[config.mk]
export PLATFORM = sky130hd
export DESIGN_NAME = oen_regs_top
export DESIGN_NICKNAME = d
export VERILOG_FILES = /design/src/rtl/oen_pkg.sv /design/src/rtl/oen_owner_cas.sv /design/src/rtl/oen_cfg_regs.sv /design/src/rtl/oen_notify.sv /design/src/rtl/oen_regs_top.sv
export SDC_FILE = /design/constraint.sdc
export NUM_CORES = 1
export LEC_CHECK = 0
export ABC_AREA = 1
export CAP_MARGIN = 30
export CELL_PAD_IN_SITES_DETAIL_PLACEMENT = 0
export CELL_PAD_IN_SITES_GLOBAL_PLACEMENT = 1
export CORE_UTILIZATION = 46
export CTS_BUF_LIST = sky130_fd_sc_hd__clkbuf_8 sky130_fd_sc_hd__clkbuf_16
export CTS_CLUSTER_DIAMETER = 120
export CTS_CLUSTER_SIZE = 10
export DETAILED_ROUTE_END_ITERATION = 8
export DONT_BUFFER_PORTS = 1
export PLACE_DENSITY_LB_ADDON = 0.1
export RECOVER_POWER = 100
export SLEW_MARGIN = 20
export SYNTH_ARGS = -nofsm -noshare
export SYNTH_HDL_FRONTEND = slang
export SYNTH_SLANG_ARGS = --single-unit
[constraint.sdc]
create_clock -name clk -period 2.4 [get_ports clk]
set_clock_uncertainty 0.05 [all_clocks]
set_input_delay 0.48 -clock clk [delete_from_list [all_inputs] [get_ports clk]]
set_output_delay 0.48 -clock clk [all_outputs]
set_load 0.03 [all_outputs]
[src/rtl/oen_pkg.sv]
package oen_pkg;
   localparam int          OWN_W    = 64;
   localparam int          Q_W      = 32;
   localparam logic [63:0] NO_OWNER = 64'hFFFF_0000_0000_0000;

   // event bit positions
   localparam int EVT_RX_CFG   = 0;
   localparam int EVT_TX_CFG   = 1;
   localparam int EVT_LOCK     = 4;
   localparam int EVT_CLK_ACC  = 5;
   localparam int EVT_EXT_LOCK = 6;

   // quadlet indexes
   localparam int IDX_OWN_HI = 0;
   localparam int IDX_OWN_LO = 1;
   localparam int IDX_NTF    = 2;
   localparam int IDX_CLK    = 3;
   localparam int IDX_RUN    = 4;
endpackage

[src/rtl/oen_owner_cas.sv]
module oen_owner_cas
   import oen_pkg::*;
(
   input  logic             clk,
   input  logic             rst_n,
   input  logic             bus_rst,
   input  logic             cas_valid,
   input  logic [OWN_W-1:0] cas_cmp,
   input  logic [OWN_W-1:0] cas_new,
   output logic [OWN_W-1:0] cas_old,
   output logic             cas_done,
   output logic [OWN_W-1:0] owner
);
   logic hit;
   assign hit = cas_valid && (owner == cas_cmp);

   always_ff @(posedge clk or negedge rst_n) begin
      if (!rst_n) begin
         owner    <= NO_OWNER;
         cas_old  <= '0;
         cas_done <= 1'b0;
      end else begin
         cas_done <= cas_valid;
         if (cas_valid) cas_old <= owner;
         if (bus_rst)  owner <= NO_OWNER;
         else if (hit) owner <= cas_new;
      end
   end


   owner_guard_chk: assert property (@(posedge clk) disable iff (!rst_n)
      !$stable(owner) |-> ($past(bus_rst) || $past(cas_valid && (cas_cmp == owner))));


   bus_rst_owner_chk: assert property (@(posedge clk) disable iff (!rst_n)
      bus_rst |=> (owner == NO_OWNER));


   cas_ret_chk: assert property (@(posedge clk) disable iff (!rst_n)
      cas_valid |=> (cas_done && (cas_old == $past(owner))));
endmodule

[src/rtl/oen_cfg_regs.sv]
module oen_cfg_regs #(
   parameter int          SRC_W    = 8,
   parameter int          RATE_W   = 8,
   parameter logic [15:0] CSEL_DEF = 16'h020C,
   localparam int         CSEL_W   = SRC_W + RATE_W
) (
   input  logic              clk,
   input  logic              rst_n,
   input  logic              bus_rst,
   input  logic              wr_clk,
   input  logic              wr_run,
   input  logic [31:0]       wdata,
   output logic [CSEL_W-1:0] clk_sel,
   output logic              stream_en,
   output logic              clk_acc
);
   always_ff @(posedge clk or negedge rst_n) begin
      if (!rst_n) begin
         clk_sel   <= CSEL_W'(CSEL_DEF);
         stream_en <= 1'b0;
         clk_acc   <= 1'b0;
      end else begin
         clk_acc <= wr_clk;
         if (wr_clk) clk_sel <= wdata[CSEL_W-1:0];
         if (bus_rst)     stream_en <= 1'b0;
         else if (wr_run) stream_en <= |wdata;
      end
   end


   run_bus_rst_chk: assert property (@(posedge clk) disable iff (!rst_n)
      bus_rst |=> !stream_en);


   run_write_chk: assert property (@(posedge clk) disable iff (!rst_n)
      (wr_run && !bus_rst) |=> (stream_en == ($past(wdata) != 32'd0)));
endmodule

[src/rtl/oen_notify.sv]
module oen_notify
   import oen_pkg::*;
#(
   parameter int NTF_W = 32
) (
   input  logic             clk,
   input  logic             rst_n,
   input  logic             bus_rst,
   input  logic [NTF_W-1:0] evt,
   input  logic [OWN_W-1:0] owner,
   input  logic             ntf_ack,
   output logic [NTF_W-1:0] ntf_word,
   output logic             ntf_req,
   output logic [OWN_W-1:0] ntf_addr
);
   logic any_evt, owned;
   assign any_evt = |evt;
   assign owned   = (owner != NO_OWNER);

   always_ff @(posedge clk or negedge rst_n) begin
      if (!rst_n) begin
         ntf_word <= '0;
         ntf_req  <= 1'b0;
         ntf_addr <= NO_OWNER;
      end else begin
         if (any_evt) ntf_word <= evt;
         if (bus_rst) ntf_req <= 1'b0;
         else if (any_evt && owned) begin
            ntf_req  <= 1'b1;
            ntf_addr <= owner;
         end else if (ntf_ack) ntf_req <= 1'b0;
      end
   end


   req_hold_chk: assert property (@(posedge clk) disable iff (!rst_n)
      (ntf_req && !ntf_ack && !bus_rst) |=> ntf_req);


   req_owner_chk: assert property (@(posedge clk) disable iff (!rst_n)
      $rose(ntf_req) |-> ($past(owner) != NO_OWNER));


   evt_replace_chk: assert property (@(posedge clk) disable iff (!rst_n)
      (|evt) |=> (ntf_word == $past(evt)));
endmodule

[src/rtl/oen_regs_top.sv]
module oen_regs_top
   import oen_pkg::*;
#(
   parameter int IDX_W   = 3,
   parameter int NTF_W   = 32,
   parameter int SRC_W   = 8,
   parameter int RATE_W  = 8,
   parameter bit RD_PIPE = 1'b0
) (
   input  logic              clk,
   input  logic              rst_n,
   input  logic              bus_rst,
   input  logic              req_valid,
   input  logic              req_wr,
   input  logic [IDX_W-1:0]  req_idx,
   input  logic [31:0]       req_wdata,
   output logic [31:0]       rd_data,
   input  logic              cas_valid,
   input  logic [63:0]       cas_cmp,
   input  logic [63:0]       cas_new,
   output logic [63:0]       cas_old,
   output logic              cas_done,
   input  logic [NTF_W-1:0]  evt_in,
   output logic [SRC_W-1:0]  clk_src,
   output logic [RATE_W-1:0] clk_rate,
   output logic              stream_en,
   output logic              ntf_req,
   input  logic              ntf_ack,
   output logic [63:0]       ntf_addr,
   output logic [NTF_W-1:0]  ntf_data
);
   localparam int CSEL_W = SRC_W + RATE_W;

   if (NTF_W <= EVT_EXT_LOCK || NTF_W > Q_W) begin : g_bad_ntf
      $error("NTF_W must hold the event bits and fit one quadlet");
   end
   if (IDX_W < 3) begin : g_bad_idx
      $error("IDX_W too narrow for the register map");
   end
   if (CSEL_W > Q_W) begin : g_bad_csel
      $error("clock selection wider than a quadlet");
   end

   logic [OWN_W-1:0]  owner;
   logic [CSEL_W-1:0] clk_sel;
   logic              clk_acc, wr_clk, wr_run;
   logic [NTF_W-1:0]  evt_all, ntf_word;
   logic [31:0]       rd_c;

   assign wr_clk = req_valid && req_wr && (req_idx == IDX_W'(IDX_CLK));
   assign wr_run = req_valid && req_wr && (req_idx == IDX_W'(IDX_RUN));

   always_comb begin
      evt_all              = evt_in;
      evt_all[EVT_CLK_ACC] = evt_in[EVT_CLK_ACC] | clk_acc;
   end

   oen_owner_cas i_own (
      .clk, .rst_n, .bus_rst, .cas_valid, .cas_cmp, .cas_new,
      .cas_old, .cas_done, .owner
   );

   oen_cfg_regs #(.SRC_W(SRC_W), .RATE_W(RATE_W)) i_cfg (
      .clk, .rst_n, .bus_rst, .wr_clk, .wr_run, .wdata(req_wdata),
      .clk_sel, .stream_en, .clk_acc
   );

   oen_notify #(.NTF_W(NTF_W)) i_ntf (
      .clk, .rst_n, .bus_rst, .evt(evt_all), .owner, .ntf_ack,
      .ntf_word, .ntf_req, .ntf_addr
   );

   assign ntf_data = ntf_word;
   assign clk_src  = clk_sel[SRC_W-1:0];
   assign clk_rate = clk_sel[CSEL_W-1:SRC_W];

   always_comb begin
      rd_c = '0;
      case (req_idx)
         IDX_W'(IDX_OWN_HI): rd_c = owner[63:32];
         IDX_W'(IDX_OWN_LO): rd_c = owner[31:0];
         IDX_W'(IDX_NTF):    rd_c = Q_W'(ntf_word);
         IDX_W'(IDX_CLK):    rd_c = Q_W'(clk_sel);
         IDX_W'(IDX_RUN):    rd_c = Q_W'(stream_en);
         default:            rd_c = '0;
      endcase
   end

   if (RD_PIPE) begin : g_rd_reg
      always_ff @(posedge clk or negedge rst_n) begin
         if (!rst_n)         rd_data <= '0;
         else if (req_valid) rd_data <= rd_c;
      end
   end else begin : g_rd_comb
      assign rd_data = rd_c;
   end


   clk_accept_chk: assert property (@(posedge clk) disable iff (!rst_n)
      wr_clk |=> ##1 ntf_word[EVT_CLK_ACC]);
endmodule

==> qor.csv, run 1 <==
stage;metric;value;unit
worst_setup_path;cell count of the worst reg-to-reg path;9;
sta;Final setup violation count;0;
synthesis;sequential area share after synthesis;54.5;%
cts;Worst-Skew Late Latency;0.55;ns
worst_setup_path;Crit Path Max Fanout;2;
worst_setup_path;RR Endpoint;i_ntf.ntf_addr[49]$_DFFE_PN1P_;
global_route;initial antenna violation count;5;
sta;Final Max Slew Viols;0;
synthesis;post-synthesis async set-or-reset flop share;100;%
power_and_ir_drop;Peak supply drop;452;uV
worst_setup_path;crit path capture type;output pin;
worst_setup_path;Critical Path RT;1.87;ns
synthesis;Commonest cells post-synth;nand2_1, dfrtp_1, inv_1;
floorplanning;die width;159;um
synthesis;Synth Flop Type;dfrtp_1;
cts;clock root cell;clkbuf_16;
cells_and_area;Syn-to-layout area delta;12.7;%
floorplanning;IO Count;413;
power_and_ir_drop;Tot Pwr;9.54;mW
cts;clock buffer depth;3;
synthesis;Avg Inst Size Synth;8.31;sq um
detailed_routing;DR iter-0 viols;784;
detailed_routing;drt total wl;39300;um
placement;HPWL Detailed;27700;um
floorplanning;Die ar.;25200;sq um
synthesis;Yosys cell types;30;
sta;setup_tns;0;ns
cts;CTS clk-pin slew, worst paths;0.06;ns
synthesis;post-synth top area cell;dfrtp_1;
worst_setup_path;CP Class;flip-flop to output pin;
worst_setup_path;Worst EP arrival;1.75;ns
worst_hold_path;Min-Delay Path Class;input pin to asynchronous set/reset pin;
sta;Max Fclk;438;MHz
cells_and_area;share of cells above drive strength 1;11.2;%
sta;Rel. slew slack;1.47;%
cts;H-tree level count;1;
sta;Final Critical Period;2.28;ns
sta;Fin Hold WS;-0.414;ns
outcome;failing checks;hold timing;
sta;unrepaired setup endpoints after global routing;no;
synthesis;most frequent cell after synthesis;nand2_1;
synthesis;EDFF count, synth;0;
cells_and_area;layout net count;1592;
detailed_routing;Vias;9695;
detailed_routing;residual DRC count;0;
worst_setup_path;worst r2r src;i_own.owner[52]$_DFFE_PN1P_;
detailed_routing;DR WL/cell;22.6;um
detailed_routing;Avg Vias per Cell;5.59;
cts;# clock sinks;244;
worst_setup_path;reg-to-reg slack, setup;0.23;ns
detailed_routing;DRT Pass-1 Iters;5;
floorplanning;row count;56;
floorplanning;Core Region;23800;sq um
outcome;status;finished with violations;
global_route;first-pass GRT wire length;57800;um
detailed_routing;antenna viol nets, final;0;
synthesis;Mapped Nets;1560;
synthesis;Yosys Warn Count;0;
global_route;largest net degree at the start of global routing;245;
floorplanning;Initial Utilization;47.5;%
job;MaxCap Viol Count;0;
synthesis;Yosys top cell area share;46.3;%
cts;CTS buffer count;28;
sta;crit share post-route;95.1;%
worst_setup_path;startpoint types;flip-flop;
worst_setup_path;CP startpoint;i_ntf.ntf_word[11]$_DFFE_PN0P_;
floorplanning;Die H;159;um
synthesis;Cells after Synth;1358;
cts;CTS Hold Bufs;17;
synthesis;post-synthesis register bit count;244;
sta;Worst Tran Pin Value;1.48;ns
placement;gpl congestion;0.872;
worst_setup_path;CP Capture Point;rd_data[11];
synthesis;Netlist Area Pre-Place;11300;sq um
global_route;vias in the first global route;9572;
cts;CTS tree;built;
power_and_ir_drop;leak pwr;6.23;nW
global_route;GRT Total Usage;31.0;%
sta;Final Hold Viols;215;
global_route;total congestion overflow;0;
power_and_ir_drop;Power Dens Cells;750;nW/um^2
synthesis;largest cells by area after synthesis;dfrtp_1, nand2_1, dfstp_2;
placement;Port-buffer cells;0;
## layout by cell type, fill, tap and decap left out, types with 3 or more instances in the layout
cell type and n:
xor2_1 11, inv_2 29, clkbuf_1 3, buf_4 20, o221ai_1 16, nor3_1 3
or2_2 16, nor2_1 112, o21ai_0 106, dfstp_1 19, diode_2 4, xnor2_1 9
clkbuf_16 29, nand3_1 76, a21oi_1 80, dfstp_2 16, o22ai_1 16, dlygate4sd3_1 16
nand2_1 337, dfrtp_1 209, clkbuf_2 30, nand4_1 66, nor4_1 15, buf_6 3
o21ai_1 18, inv_1 138
## report_power, final
part	internal [mW]	switching, mW	total (mW)
Sequential	4.38	0.633	5.01
Clock	2.15	1.67	3.83
Combinational	0.256	0.447	0.703
## worst min path at each step
stage,endpoint,slack [ns],depth (start not counted)
floorplan,i_cfg.clk_acc$_DFF_PN0_,0.13,0
global placement,i_own.cas_old[11]$_DFFE_PN0P_,0.14,0
detailed placement,i_own.cas_old[11]$_DFFE_PN0P_,0.14,0
CTS,i_own.cas_old[11]$_DFFE_PN0P_,-0.43,0
global route,i_own.cas_old[10]$_DFFE_PN0P_,-0.43,0
finish,i_ntf.ntf_addr[11]$_DFFE_PN0P_,-0.41,0
## area by class of cell
cell class                      instances  area [sq um]
Sequential cell                       244          6150
Inverter                              148           559
Clock inverter                         23          91.3
Multi-Input combinational cell        893          4240
Fill cell                            2342         11000
Tap cell                              319           399
Timing Repair Buffer                   75           553
Antenna cell                            4          10.0
Clock buffer                           29           726
## stage by stage
stage	instance area (sq um)	util (%)	cells	worst slack, ns
6_report	12700	53.6	1735	0.119
5_1_grt	12700	53.6	1735	0.0259
4_1_cts	12800	54.1	1730	0.124
3_5_place_dp	11800	49.8	1661	0.154
3_3_place_gp	11800	49.8	1661	0.231
2_1_floorplan	11300	-	1358	0.115
## worst max-delay path, cell delays in order, from the launching register on
cell and delay (ns):
dfrtp_1 0.52, inv_1 0.10, o22ai_1 0.19, a21oi_1 0.05
o21ai_0 0.11, clkbuf_2 0.24
## layer usage
| metal | vias to the layer above | track usage (%) | wire length [um] |
|---|---|---|---|
| li1 | 4511 | - | - |
| met5 | - | 0 | 13 |
| met1 | 4671 | 39.4 | 15700 |
| met3 | 80 | 9.74 | 4090 |
| met2 | 431 | 49.5 | 18000 |
| met4 | 2 | 11.2 | 1500 |
## cells by family after synthesis
kind of cell | Yosys count | synth area share, %
buf+inv | 221 | 8.22
simple gates | 635 | 24.4
compound gates | 237 | 11.2
xor+xnor | 20 | 1.55
mux | 1 | 0.0997
flops | 244 | 54.5
## sequential cells by signal, summed over array words and instances (netlist names)
| register | cells |
|---|---|
| i_cfg.clk_acc | 1 |
| i_cfg.clk_sel | 16 |
| i_cfg.stream_en | 1 |
| i_ntf.ntf_addr | 64 |
| i_ntf.ntf_req | 1 |
| i_ntf.ntf_word | 32 |
| i_own.cas_done | 1 |
| i_own.cas_old | 64 |
| i_own.owner | 64 |
## repair_timing
action,4_1_cts,5_1_grt
resized for setup,0,2
setup endpoints to repair,0,15
buffers inserted,0,1
hold endpoints to repair,321,244
No activity file was read; power rests on OpenSTA's default activity.
==> run 2, diff against run 1 <==
--- a/config.mk
+++ b/config.mk
@@ -7,7 +7,7 @@
 export LEC_CHECK = 0
 export ABC_AREA = 1
 export CAP_MARGIN = 30
-export CELL_PAD_IN_SITES_DETAIL_PLACEMENT = 0
+export CELL_PAD_IN_SITES_DETAIL_PLACEMENT = 1
 export CELL_PAD_IN_SITES_GLOBAL_PLACEMENT = 1
 export CORE_UTILIZATION = 46
 export CTS_BUF_LIST = sky130_fd_sc_hd__clkbuf_8 sky130_fd_sc_hd__clkbuf_16
==> run 2 against run 1 <==
The flow still finishes with violations (hold timing); sequential share of layout area increased by 0.31 points; critical path depth is the same; register-to-register slack lost 0.05 ns; combinational power grew 3.0%; critical path type unchanged.
==> qor.csv, run 2 (synthesis results as in run 1) <==
stage;metric;value;unit
cells_and_area;share of cells above drive strength 1;11.0;%
power_and_ir_drop;leak pwr;6.20;nW
sta;crit share post-route;96.2;%
detailed_routing;drt total wl;42600;um
detailed_routing;Vias;10100;
global_route;largest net degree at the start of global routing;245;
cts;clock root cell;clkbuf_16;
worst_setup_path;CP Class;flip-flop to output pin;
global_route;GRT Total Usage;33.5;%
cts;CTS tree;built;
floorplanning;row count;56;
placement;placed cell area;11800;sq um
floorplanning;Die ar.;25200;sq um
detailed_routing;metal3 WL;4250;um
worst_setup_path;startpoint types;flip-flop;
worst_setup_path;Crit Path Max Fanout;2;
cts;H-tree level count;1;
job;MaxCap Viol Count;0;
cts;clock buffer depth;3;
cells_and_area;utilization after layout;53.2;%
sta;Worst Tran Pin Value;1.35;ns
sta;Final Max Slew Viols;0;
detailed_routing;M1 WL;16500;um
worst_setup_path;Critical Path RT;1.87;ns
detailed_routing;Avg Vias per Cell;5.83;
detailed_routing;DR WL/cell;24.7;um
floorplanning;Initial Utilization;47.5;%
cts;# Post-CTS Setup Buffers;0;
cells_and_area;Syn-to-layout area delta;12.0;%
outcome;failing checks;hold timing;
detailed_routing;antenna viol nets, final;0;
sta;setup ws final;0.0911;ns
worst_setup_path;Worst EP arrival;1.78;ns
detailed_routing;DRT Pass-1 Iters;5;
cts;# clock sinks;244;
cells_and_area;biggest regs;i_ntf.ntf_addr: 64 flops, i_own.cas_old: 64 flops, i_own.owner: 64 flops;
worst_setup_path;Max stage delay cell, worst path;dfrtp_1;
floorplanning;IO Count;413;
outcome;status;finished with violations;
power_and_ir_drop;Tot Pwr;9.62;mW
sta;Final Hold Viols;226;
floorplanning;Die H;159;um
cts;Worst-Skew Late Latency;0.54;ns
global_route;vias in the first global route;10400;
worst_setup_path;CP Cell Sequence;inv_1, o22ai_1, a21oi_1, o21ai_0, clkbuf_2;
global_route;total congestion overflow;0;
detailed_routing;max layer used;met4;
sta;setup_tns;0;ns
detailed_routing;DR iter-0 viols;836;
cells_and_area;most frequent cells in the layout;nand2_1, dfrtp_1, inv_1, nor2_1, o21ai_0;
cells_and_area;final instance area;12600;sq um
worst_setup_path;crit path capture type;output pin;
power_and_ir_drop;Peak supply drop;515;uV
cts;CTS buffer count;28;
placement;Placed Cells;1661;
cells_and_area;fin cells;1726;
placement;gpl congestion;0.872;
worst_setup_path;reg-to-reg slack, setup;0.18;ns
worst_hold_path;Min-Delay Path Class;input pin to asynchronous set/reset pin;
detailed_routing;metal2 WL;20300;um
cts;CTS clk-pin slew, worst paths;0.06;ns
placement;HPWL Detailed;29600;um
global_route;first-pass GRT wire length;62500;um
sta;Rel. slew slack;10.1;%
worst_setup_path;RR Endpoint;i_ntf.ntf_word[13]$_DFFE_PN0P_;
placement;Port-buffer cells;0;
cells_and_area;layout net count;1583;
sta;unrepaired setup endpoints after global routing;no;
floorplanning;Core Region;23800;sq um
placement;pre-CTS worst setup slack;0.0965;ns
sta;Final Critical Period;2.31;ns
cells_and_area;leading cell type in the layout, fill and taps excluded;nand2_1;
worst_setup_path;cell count of the worst reg-to-reg path;8;
power_and_ir_drop;Power Dens Cells;761;nW/um^2
floorplanning;die width;159;um
global_route;initial antenna violation count;3;
worst_setup_path;CP max stage delay;0.53;ns
sta;Max Fclk;433;MHz
detailed_routing;residual DRC count;0;
worst_setup_path;worst r2r src;i_cfg.clk_acc$_DFF_PN0_;
sta;Fin Hold WS;-0.409;ns
sta;Final setup violation count;0;
-- run 2: cell type report --
| cell class | instances | area, sq um |
|---|---|---|
| inverter | 148 | 558 |
| clock inverter | 23 | 91.3 |
| tap | 319 | 399 |
| multi-input combinational | 893 | 4230 |
| clock buffer | 29 | 726 |
| antenna | 4 | 10.0 |
| fill | 2851 | 11100 |
| timing repair buffer | 66 | 477 |
| sequential | 244 | 6150 |
-- run 2: how the worst max path moves through the flow --
stage                                              from                              to  slack [ns]  cells after the start
after CTS                 i_ntf.ntf_word[0]$_DFFE_PN0P_                      rd_data[0]        0.09                      5
after floorplan                              req_idx[0]                     rd_data[10]        0.12                      6
after global routing            i_cfg.clk_acc$_DFF_PN0_  i_ntf.ntf_word[13]$_DFFE_PN0P_        0.02                      8
after detailed placement                      evt_in[5]  i_ntf.ntf_word[15]$_DFFE_PN0P_         0.1                      8
final                     i_ntf.ntf_word[5]$_DFFE_PN0P_                      rd_data[5]        0.09                      5
after global placement                       evt_in[19]   i_ntf.ntf_word[1]$_DFFE_PN0P_        0.23                      8
-- run 2: worst max-delay path: cells and delay by family, from the launching register on --
kind | cells | cell delay, ns
flops | 1 | 0.53
buf+inv | 2 | 0.38
compound gates | 3 | 0.35
-- run 2: per-layer routing --
layer / up-vias / global-route usage [%]
met5: - / 0
met4: 0 / 12.1
met3: 89 / 9.58
met2: 438 / 55.3
met1: 5046 / 41.8
li1: 4492 / -
-- run 2: what timing repair did --
action                    in CTS  in global routing
resized for setup              0                  0
hold endpoints to repair     302                245
hold buffers                   8                  1
-- run 2: where the power goes --
part / internal [mW] / leakage, nW / switching (mW)
Clock: 2.15 / 0.479 / 1.72
Sequential: 4.38 / 3.07 / 0.643
Combinational: 0.251 / 2.65 / 0.473
Total: 6.78 / 6.20 / 2.84
